[config.mk]
export PLATFORM = sky130hd
export DESIGN_NAME = fpadd4_pipe
export DESIGN_NICKNAME = d
export VERILOG_FILES = /design/src/rtl/fpa_pkg.sv /design/src/rtl/fpa_seg_cmp.sv /design/src/rtl/fpa_seg_align.sv /design/src/rtl/fpa_seg_addsub.sv /design/src/rtl/fpa_seg_norm.sv /design/src/rtl/fpadd4_pipe.sv
export SDC_FILE = /design/constraint.sdc
export NUM_CORES = 1
export LEC_CHECK = 0
export ABC_AREA = 0
export CAP_MARGIN = 20
export CELL_PAD_IN_SITES_DETAIL_PLACEMENT = 1
export CELL_PAD_IN_SITES_GLOBAL_PLACEMENT = 1
export CORE_MARGIN = 4
export CORE_UTILIZATION = 46
export DETAILED_ROUTE_END_ITERATION = 8
export GPL_TIMING_DRIVEN = 1
export HOLD_SLACK_MARGIN = 0.12
export PLACE_DENSITY = 0.76
export SETUP_SLACK_MARGIN = 0.5
export SYNTH_ARGS = -nofsm -noshare
export SYNTH_HDL_FRONTEND = slang
export SYNTH_SLANG_ARGS = --single-unit
[constraint.sdc]
create_clock -name clk -period 3.8 [get_ports clk]
set_clock_uncertainty 0.05 [all_clocks]
set_input_delay 0.38 -clock clk [delete_from_list [all_inputs] [get_ports clk]]
set_output_delay 0.38 -clock clk [all_outputs]
set_load 0.005 [all_outputs]
[src/rtl/fpa_pkg.sv]
package fpa_pkg;
  typedef enum logic {
    OP_ADD = 1'b0,
    OP_SUB = 1'b1
  } fpa_op_e;
endpackage

[src/rtl/fpa_seg_cmp.sv]
module fpa_seg_cmp #(
  parameter int MW = 8,
  parameter int EW = 6
) (
  input  logic          clk,
  input  logic          rst,
  input  logic          adv,
  input  logic          i_valid,
  input  logic          i_op,
  input  logic          i_as,
  input  logic [MW-1:0] i_am,
  input  logic [EW-1:0] i_ae,
  input  logic          i_bs,
  input  logic [MW-1:0] i_bm,
  input  logic [EW-1:0] i_be,
  output logic          o_valid,
  output logic          o_big_s,
  output logic [MW-1:0] o_big_m,
  output logic          o_sml_s,
  output logic [MW-1:0] o_sml_m,
  output logic [EW-1:0] o_exp,
  output logic [EW-1:0] o_dist
);
  import fpa_pkg::*;

  logic [EW:0]   diff;
  logic          a_ge;
  logic          b_eff_s;
  logic [EW-1:0] dist_c;

  always_comb begin
    diff    = {1'b0, i_ae} - {1'b0, i_be};
    a_ge    = ~diff[EW];
    b_eff_s = i_bs ^ (fpa_op_e'(i_op) == OP_SUB);
    dist_c  = a_ge ? diff[EW-1:0] : (i_be - i_ae);
  end

  always_ff @(posedge clk) begin
    if (rst) o_valid <= 1'b0;
    else if (adv) o_valid <= i_valid;
  end

  always_ff @(posedge clk) begin
    if (adv) begin
      o_big_s <= a_ge ? i_as : b_eff_s;
      o_big_m <= a_ge ? i_am : i_bm;
      o_sml_s <= a_ge ? b_eff_s : i_as;
      o_sml_m <= a_ge ? i_bm : i_am;
      o_exp   <= a_ge ? i_ae : i_be;
      o_dist  <= dist_c;
    end
  end
endmodule

[src/rtl/fpa_seg_align.sv]
module fpa_seg_align #(
  parameter int MW = 8,
  parameter int EW = 6
) (
  input  logic          clk,
  input  logic          rst,
  input  logic          adv,
  input  logic          i_valid,
  input  logic          i_big_s,
  input  logic [MW-1:0] i_big_m,
  input  logic          i_sml_s,
  input  logic [MW-1:0] i_sml_m,
  input  logic [EW-1:0] i_exp,
  input  logic [EW-1:0] i_dist,
  output logic          o_valid,
  output logic          o_big_s,
  output logic [MW-1:0] o_big_m,
  output logic          o_sml_s,
  output logic [MW-1:0] o_al_m,
  output logic [EW-1:0] o_exp
);
  localparam int SW = (MW > 1) ? $clog2(MW) : 1;

  logic [MW-1:0] stage [0:SW];
  logic          far;

  assign stage[0] = i_sml_m;

  for (genvar k = 0; k < SW; k++) begin : g_shift
    assign stage[k+1] = i_dist[k] ? (stage[k] >> (1 << k)) : stage[k];
  end

  assign far = (int'(i_dist) >= MW);

  always_ff @(posedge clk) begin
    if (rst) o_valid <= 1'b0;
    else if (adv) o_valid <= i_valid;
  end

  always_ff @(posedge clk) begin
    if (adv) begin
      o_big_s <= i_big_s;
      o_big_m <= i_big_m;
      o_sml_s <= i_sml_s;
      o_al_m  <= far ? '0 : stage[SW];
      o_exp   <= i_exp;
    end
  end
endmodule

[src/rtl/fpa_seg_addsub.sv]
module fpa_seg_addsub #(
  parameter int MW = 8,
  parameter int EW = 6
) (
  input  logic          clk,
  input  logic          rst,
  input  logic          adv,
  input  logic          i_valid,
  input  logic          i_big_s,
  input  logic [MW-1:0] i_big_m,
  input  logic          i_sml_s,
  input  logic [MW-1:0] i_al_m,
  input  logic [EW-1:0] i_exp,
  output logic          o_valid,
  output logic          o_s,
  output logic [MW:0]   o_m,
  output logic [EW-1:0] o_exp
);
  logic          res_s;
  logic [MW:0]   res_m;

  always_comb begin
    if (i_big_s == i_sml_s) begin
      res_m = {1'b0, i_big_m} + {1'b0, i_al_m};
      res_s = i_big_s;
    end else if (i_big_m >= i_al_m) begin
      res_m = {1'b0, i_big_m - i_al_m};
      res_s = i_big_s;
    end else begin
      res_m = {1'b0, i_al_m - i_big_m};
      res_s = i_sml_s;
    end
  end

  always_ff @(posedge clk) begin
    if (rst) o_valid <= 1'b0;
    else if (adv) o_valid <= i_valid;
  end

  always_ff @(posedge clk) begin
    if (adv) begin
      o_s   <= res_s;
      o_m   <= res_m;
      o_exp <= i_exp;
    end
  end
endmodule

[src/rtl/fpa_seg_norm.sv]
module fpa_seg_norm #(
  parameter int MW = 8,
  parameter int EW = 6
) (
  input  logic          clk,
  input  logic          rst,
  input  logic          adv,
  input  logic          i_valid,
  input  logic          i_s,
  input  logic [MW:0]   i_m,
  input  logic [EW-1:0] i_exp,
  output logic          o_valid,
  output logic          o_s,
  output logic [MW-1:0] o_m,
  output logic [EW-1:0] o_exp
);
  localparam int LZW = $clog2(MW + 1);

  logic [LZW-1:0] lz;
  logic           n_s;
  logic [MW-1:0]  n_m;
  logic [EW-1:0]  n_exp;

  always_comb begin
    lz = LZW'(MW);
    for (int i = 0; i < MW; i++) begin
      if (i_m[i]) lz = LZW'(MW - 1 - i);
    end
  end

  always_comb begin
    if (i_m[MW]) begin
      n_m   = i_m[MW:1];
      n_exp = i_exp + EW'(1);
      n_s   = i_s;
    end else if (i_m == '0) begin
      n_m   = '0;
      n_exp = '0;
      n_s   = 1'b0;
    end else begin
      n_m   = i_m[MW-1:0] << lz;
      n_exp = i_exp - EW'(lz);
      n_s   = i_s;
    end
  end

  always_ff @(posedge clk) begin
    if (rst) o_valid <= 1'b0;
    else if (adv) o_valid <= i_valid;
  end

  always_ff @(posedge clk) begin
    if (adv) begin
      o_s   <= n_s;
      o_m   <= n_m;
      o_exp <= n_exp;
    end
  end
endmodule

[src/rtl/fpadd4_pipe.sv]
module fpadd4_pipe #(
  parameter int MW = 8,
  parameter int EW = 6
) (
  input  logic          clk,
  input  logic          rst,
  input  logic          in_valid,
  output logic          in_ready,
  input  logic          in_op,
  input  logic          a_sign,
  input  logic [MW-1:0] a_mag,
  input  logic [EW-1:0] a_exp,
  input  logic          b_sign,
  input  logic [MW-1:0] b_mag,
  input  logic [EW-1:0] b_exp,
  output logic          out_valid,
  input  logic          out_ready,
  output logic          out_sign,
  output logic [MW-1:0] out_mag,
  output logic [EW-1:0] out_exp
);
  logic          adv;

  logic          v1, big_s1, sml_s1;
  logic [MW-1:0] big_m1, sml_m1;
  logic [EW-1:0] exp1, dist1;

  logic          v2, big_s2, sml_s2;
  logic [MW-1:0] big_m2, al_m2;
  logic [EW-1:0] exp2;

  logic          v3, s3;
  logic [MW:0]   m3;
  logic [EW-1:0] exp3;

  assign adv      = out_ready | ~out_valid;
  assign in_ready = adv;

  fpa_seg_cmp #(.MW(MW), .EW(EW)) u_cmp (
    .clk(clk), .rst(rst), .adv(adv), .i_valid(in_valid), .i_op(in_op),
    .i_as(a_sign), .i_am(a_mag), .i_ae(a_exp),
    .i_bs(b_sign), .i_bm(b_mag), .i_be(b_exp),
    .o_valid(v1), .o_big_s(big_s1), .o_big_m(big_m1),
    .o_sml_s(sml_s1), .o_sml_m(sml_m1), .o_exp(exp1), .o_dist(dist1)
  );

  fpa_seg_align #(.MW(MW), .EW(EW)) u_align (
    .clk(clk), .rst(rst), .adv(adv), .i_valid(v1),
    .i_big_s(big_s1), .i_big_m(big_m1), .i_sml_s(sml_s1), .i_sml_m(sml_m1),
    .i_exp(exp1), .i_dist(dist1),
    .o_valid(v2), .o_big_s(big_s2), .o_big_m(big_m2),
    .o_sml_s(sml_s2), .o_al_m(al_m2), .o_exp(exp2)
  );

  fpa_seg_addsub #(.MW(MW), .EW(EW)) u_addsub (
    .clk(clk), .rst(rst), .adv(adv), .i_valid(v2),
    .i_big_s(big_s2), .i_big_m(big_m2), .i_sml_s(sml_s2), .i_al_m(al_m2),
    .i_exp(exp2),
    .o_valid(v3), .o_s(s3), .o_m(m3), .o_exp(exp3)
  );

  fpa_seg_norm #(.MW(MW), .EW(EW)) u_norm (
    .clk(clk), .rst(rst), .adv(adv), .i_valid(v3),
    .i_s(s3), .i_m(m3), .i_exp(exp3),
    .o_valid(out_valid), .o_s(out_sign), .o_m(out_mag), .o_exp(out_exp)
  );
endmodule

==> reports/qor.csv <==
stage;metric;value;unit
run_status;status;finished clean;
clocking;CTS Hold Bufs;0;
cells_and_area;fraction of layout instances using a drive strength above 1;9.40;%
yosys;post-synth net total;556;
yosys;Cell Area, Synth;5380;um^2
sta;min Tclk post-route;2.94;ns
routing;drt first pass iters;4;
clocking;root buffer cell;clkbuf_16;
clocking;Setup Buffers After CTS;0;
sta;Slew Viols, Final;0;
setup_path;FF-to-FF Start;u_addsub.o_m[7];
yosys;ys flop type;edfxtp_1;
setup_path;Buf/Inv on CP;0;
sta;RSZ-0062 raised after global routing;false;
placement;GPL Wtd Cong;0.854;
yosys;asr flop ratio synth;0;%
power;internal power;2.46;mW
clocking;# clock sinks;89;
power;sequential power share;42.5;%
setup_path;reg2reg setup slack;0.86;ns
grt;gr usage total;17.9;%
yosys;post-synth top area share;47.4;%
grt;largest net degree at the start of global routing;46;
cells_and_area;layout net count;607;
placement;dpl cells;659;
yosys;Syn Area/Cell;11.3;um^2
cells_and_area;commonest non-fill, non-tap cell in the layout;edfxtp_1;
setup_path;r2r worst-path depth;8;
routing;ANT nets after route;0;
grt;number of global-route vias before repair;3947;
routing;vias per inst;5.55;
floorplan;die width;116;um
cells_and_area;non-filler cells, final;675;
routing;DRC Markers;0;
setup_path;Worst path slowest cell;edfxtp_1;
setup_path;crit path kind;reg2reg;
yosys;largest cells by area after synthesis;edfxtp_1, ha_1, mux2_2;
cells_and_area;diode count;0;
cells_and_area;highest-count cells in the layout ignoring fill and taps;edfxtp_1, clkdlybuf4s50_1, inv_1;
yosys;Synth Area in Compound Gates;14.1;%
floorplan;I/O pin count;52;
setup_path;WP data required;3.84;ns
setup_path;Setup crit start;u_addsub.o_m[7];
floorplan;Die ar.;13500;um^2
setup_path;CP dominant cell by count;a21o_1;
floorplan;Die Y;116;um
yosys;FF+latch count, synth;89;
sta;worst slew pin tran;0.815;ns
grt;antenna violations before repair;0;
floorplan;initial core utilization;47.2;%
cells_and_area;# fillers;1209;
power;Max IR drop VDD;0.326;mV
clocking;Worst-path clk slew;0.07;ns
setup_path;peak fanout along the critical path;11;
job;max_cap viols;0;
clocking;number of buffers created by CTS;9;
clocking;htree depth;3;
power;NetSw;1.22;mW
sta;fmax;0.340;GHz
clocking;later-pin clock latency in the skew report;0.34;ns
sta;final hold viol count;0;
routing;DR iter-0 viols;150;
power;Pleak;2.56;nW
setup_path;Critical Path End;u_norm.o_exp[5];
yosys;Yosys cell types;59;
yosys;mux cell area share after synthesis;7.88;%
yosys;Synth Instances;476;
yosys;Synth Warn #;0;
yosys;post-synthesis xor/xnor area fraction;3.25;%
grt;first-pass GRT wire length;18.9;mm
setup_path;CP endpoint kind;register;
sta;fin crit share;77.4;%
yosys;Synth Area in Simple Gates;9.90;%
clocking;CTS resizes;0;
clocking;Clock Path Buffers;2;
placement;IO buf count;51;
setup_path;CP delay by family, top;compound AO/OA/AOI/OAI gates;
yosys;Synth area leader;edfxtp_1;
min_path;critical hold path startpoint;u_cmp.o_big_s;
setup_path;CP max stage delay;0.55;ns
setup_path;Worst setup SP type;register;
sta;# setup viols final;0;
sta;slew margin rel.;44.3;%
routing;vias;3743;
yosys;main combinational cell family by area after synthesis;compound AO/OA/AOI/OAI gates;
grt;grt ovf;0;
routing;DR WL/cell;16.9;um
min_path;worst min path class;reg2reg;
cells_and_area;Area growth, synth to finish;17.6;%
setup_path;Arr. time, crit path;2.98;ns
sta;setup TNS;0;ns
power;combinational share of power;33.9;%
placement;post-DP HPWL;8.82;mm
setup_path;critical-path cell list;nor2_1, nand2_1, ha_1, a21o_1, a21o_1, a211oi_1, xor2_1, o2bb2ai_1;
floorplan;# rows;39;
clocking;CTS tree;built;
cells_and_area;Layout Utilization;55.4;%
power;Pwr Density;581;nW/um^2
power;Clock power frac;23.6;%
setup_path;worst r2r dst;u_norm.o_exp[5];
yosys;Synth Area in Adders;11.3;%
floorplan;Core Region;11400;um^2
routing;wirelength, routed;11.4;mm
power;Net Sw Frac;33.1;%
setup_path;number of stages on the worst setup path;8;
yosys;Post-synth EDFFs;85;
yosys;sequential area share after synthesis;48.9;%
[layout make-up]
type / instances / area, um^2 / share of cell area [%]
clock buffers: 9 / 225 / 3.56
multi-input cells: 325 / 2510 / 39.6
well taps: 143 / 179 / 2.83
flip-flops and latches: 89 / 2630 / 41.6
clock inverters: 7 / 71.3 / 1.13
repair buffers: 55 / 541 / 8.54
inverters: 47 / 176 / 2.79
[synthesized netlist by cell type (all sizes together), types with 9 or more instances]
library cell,count
edfxtp,85
inv,47
ha,39
nor2,37
a21oi,30
nand2,25
o21ai,23
mux2,20
mux2i,15
xnor2,11
nor3,10
nand3,9
nor2b,9
xor2,9
[registers in the layout (all words and copies together), names as in the netlist, 6 cells and up]
name / count
u_addsub.o_m: 9
u_align.o_al_m: 8
u_align.o_big_m: 8
u_cmp.o_big_m: 8
u_cmp.o_sml_m: 8
u_norm.o_m: 8
u_addsub.o_exp: 6
u_align.o_exp: 6
u_cmp.o_dist: 6
u_cmp.o_exp: 6
u_norm.o_exp: 6
[per-layer routing]
layer  global-route usage, %  up-vias  share of wire, %
met5                       0        -                 0
met4                    6.19        0               1.4
met3                    3.52       18               2.8
met2                    33.3       60                54
met1                    20.3     1830                41
li1                        -     1835                 -
[worst register-to-register path, delay by kind of cell (launching register included)]
kind                     cells  cell delay [ns]
AND/OR/NAND/NOR              2             0.82
AO/OA/AOI/OAI                4             0.82
XOR/XNOR                     1             0.10
adder cells (fa/ha/maj)      1             0.35
flip-flops                   1             0.55
[how the worst min path moves through the flow]
| stage | endpoint | slack [ns] | cells past startpoint |
|---|---|---|---|
| final | u_align.o_big_s | 0.37 | 0 |
| after global routing | u_addsub.o_exp[4] | 0.38 | 0 |
| after CTS | u_align.o_big_s | 0.37 | 0 |
| after detailed placement | u_align.o_big_s | 0.36 | 0 |
| after global placement | u_addsub.o_exp[2] | 0.35 | 0 |
| after floorplan | u_addsub.o_exp[0] | 0.35 | 0 |
[power groups by stage]
stage               combinational, mW  clock, mW  sequential (mW)
detailed placement               1.25          0             1.59
CTS                              1.26      0.895             1.57
global placement                 1.20          0             1.56
floorplan                       0.898          0             1.49
global route                     1.39      0.945             1.59
finish                           1.25      0.870             1.56
[cells by family (layout without fill, tap and decap cells)]
kind of cell	after synthesis	after routing
AOI/OAI and AO/OA	111	111
DFF	89	89
buffers and inverters	62	118
and+or+nand+nor	112	112
xor gates and xnor gates	20	20
muxes	37	37
adders and majority gates	45	45
[per-stage QoR]
stage	setup WS [ns]	hold slack, ns	power (mW)	cell area [um^2]
floorplan	1.25	0.350	2.39	5390
global placement	0.707	0.352	2.76	6030
detailed placement	0.520	0.356	2.83	6030
CTS	0.830	0.371	3.72	6330
global route	0.684	0.380	3.93	6330
finish	0.859	0.367	3.68	6330
No activity file was read; power rests on OpenSTA's default activity.
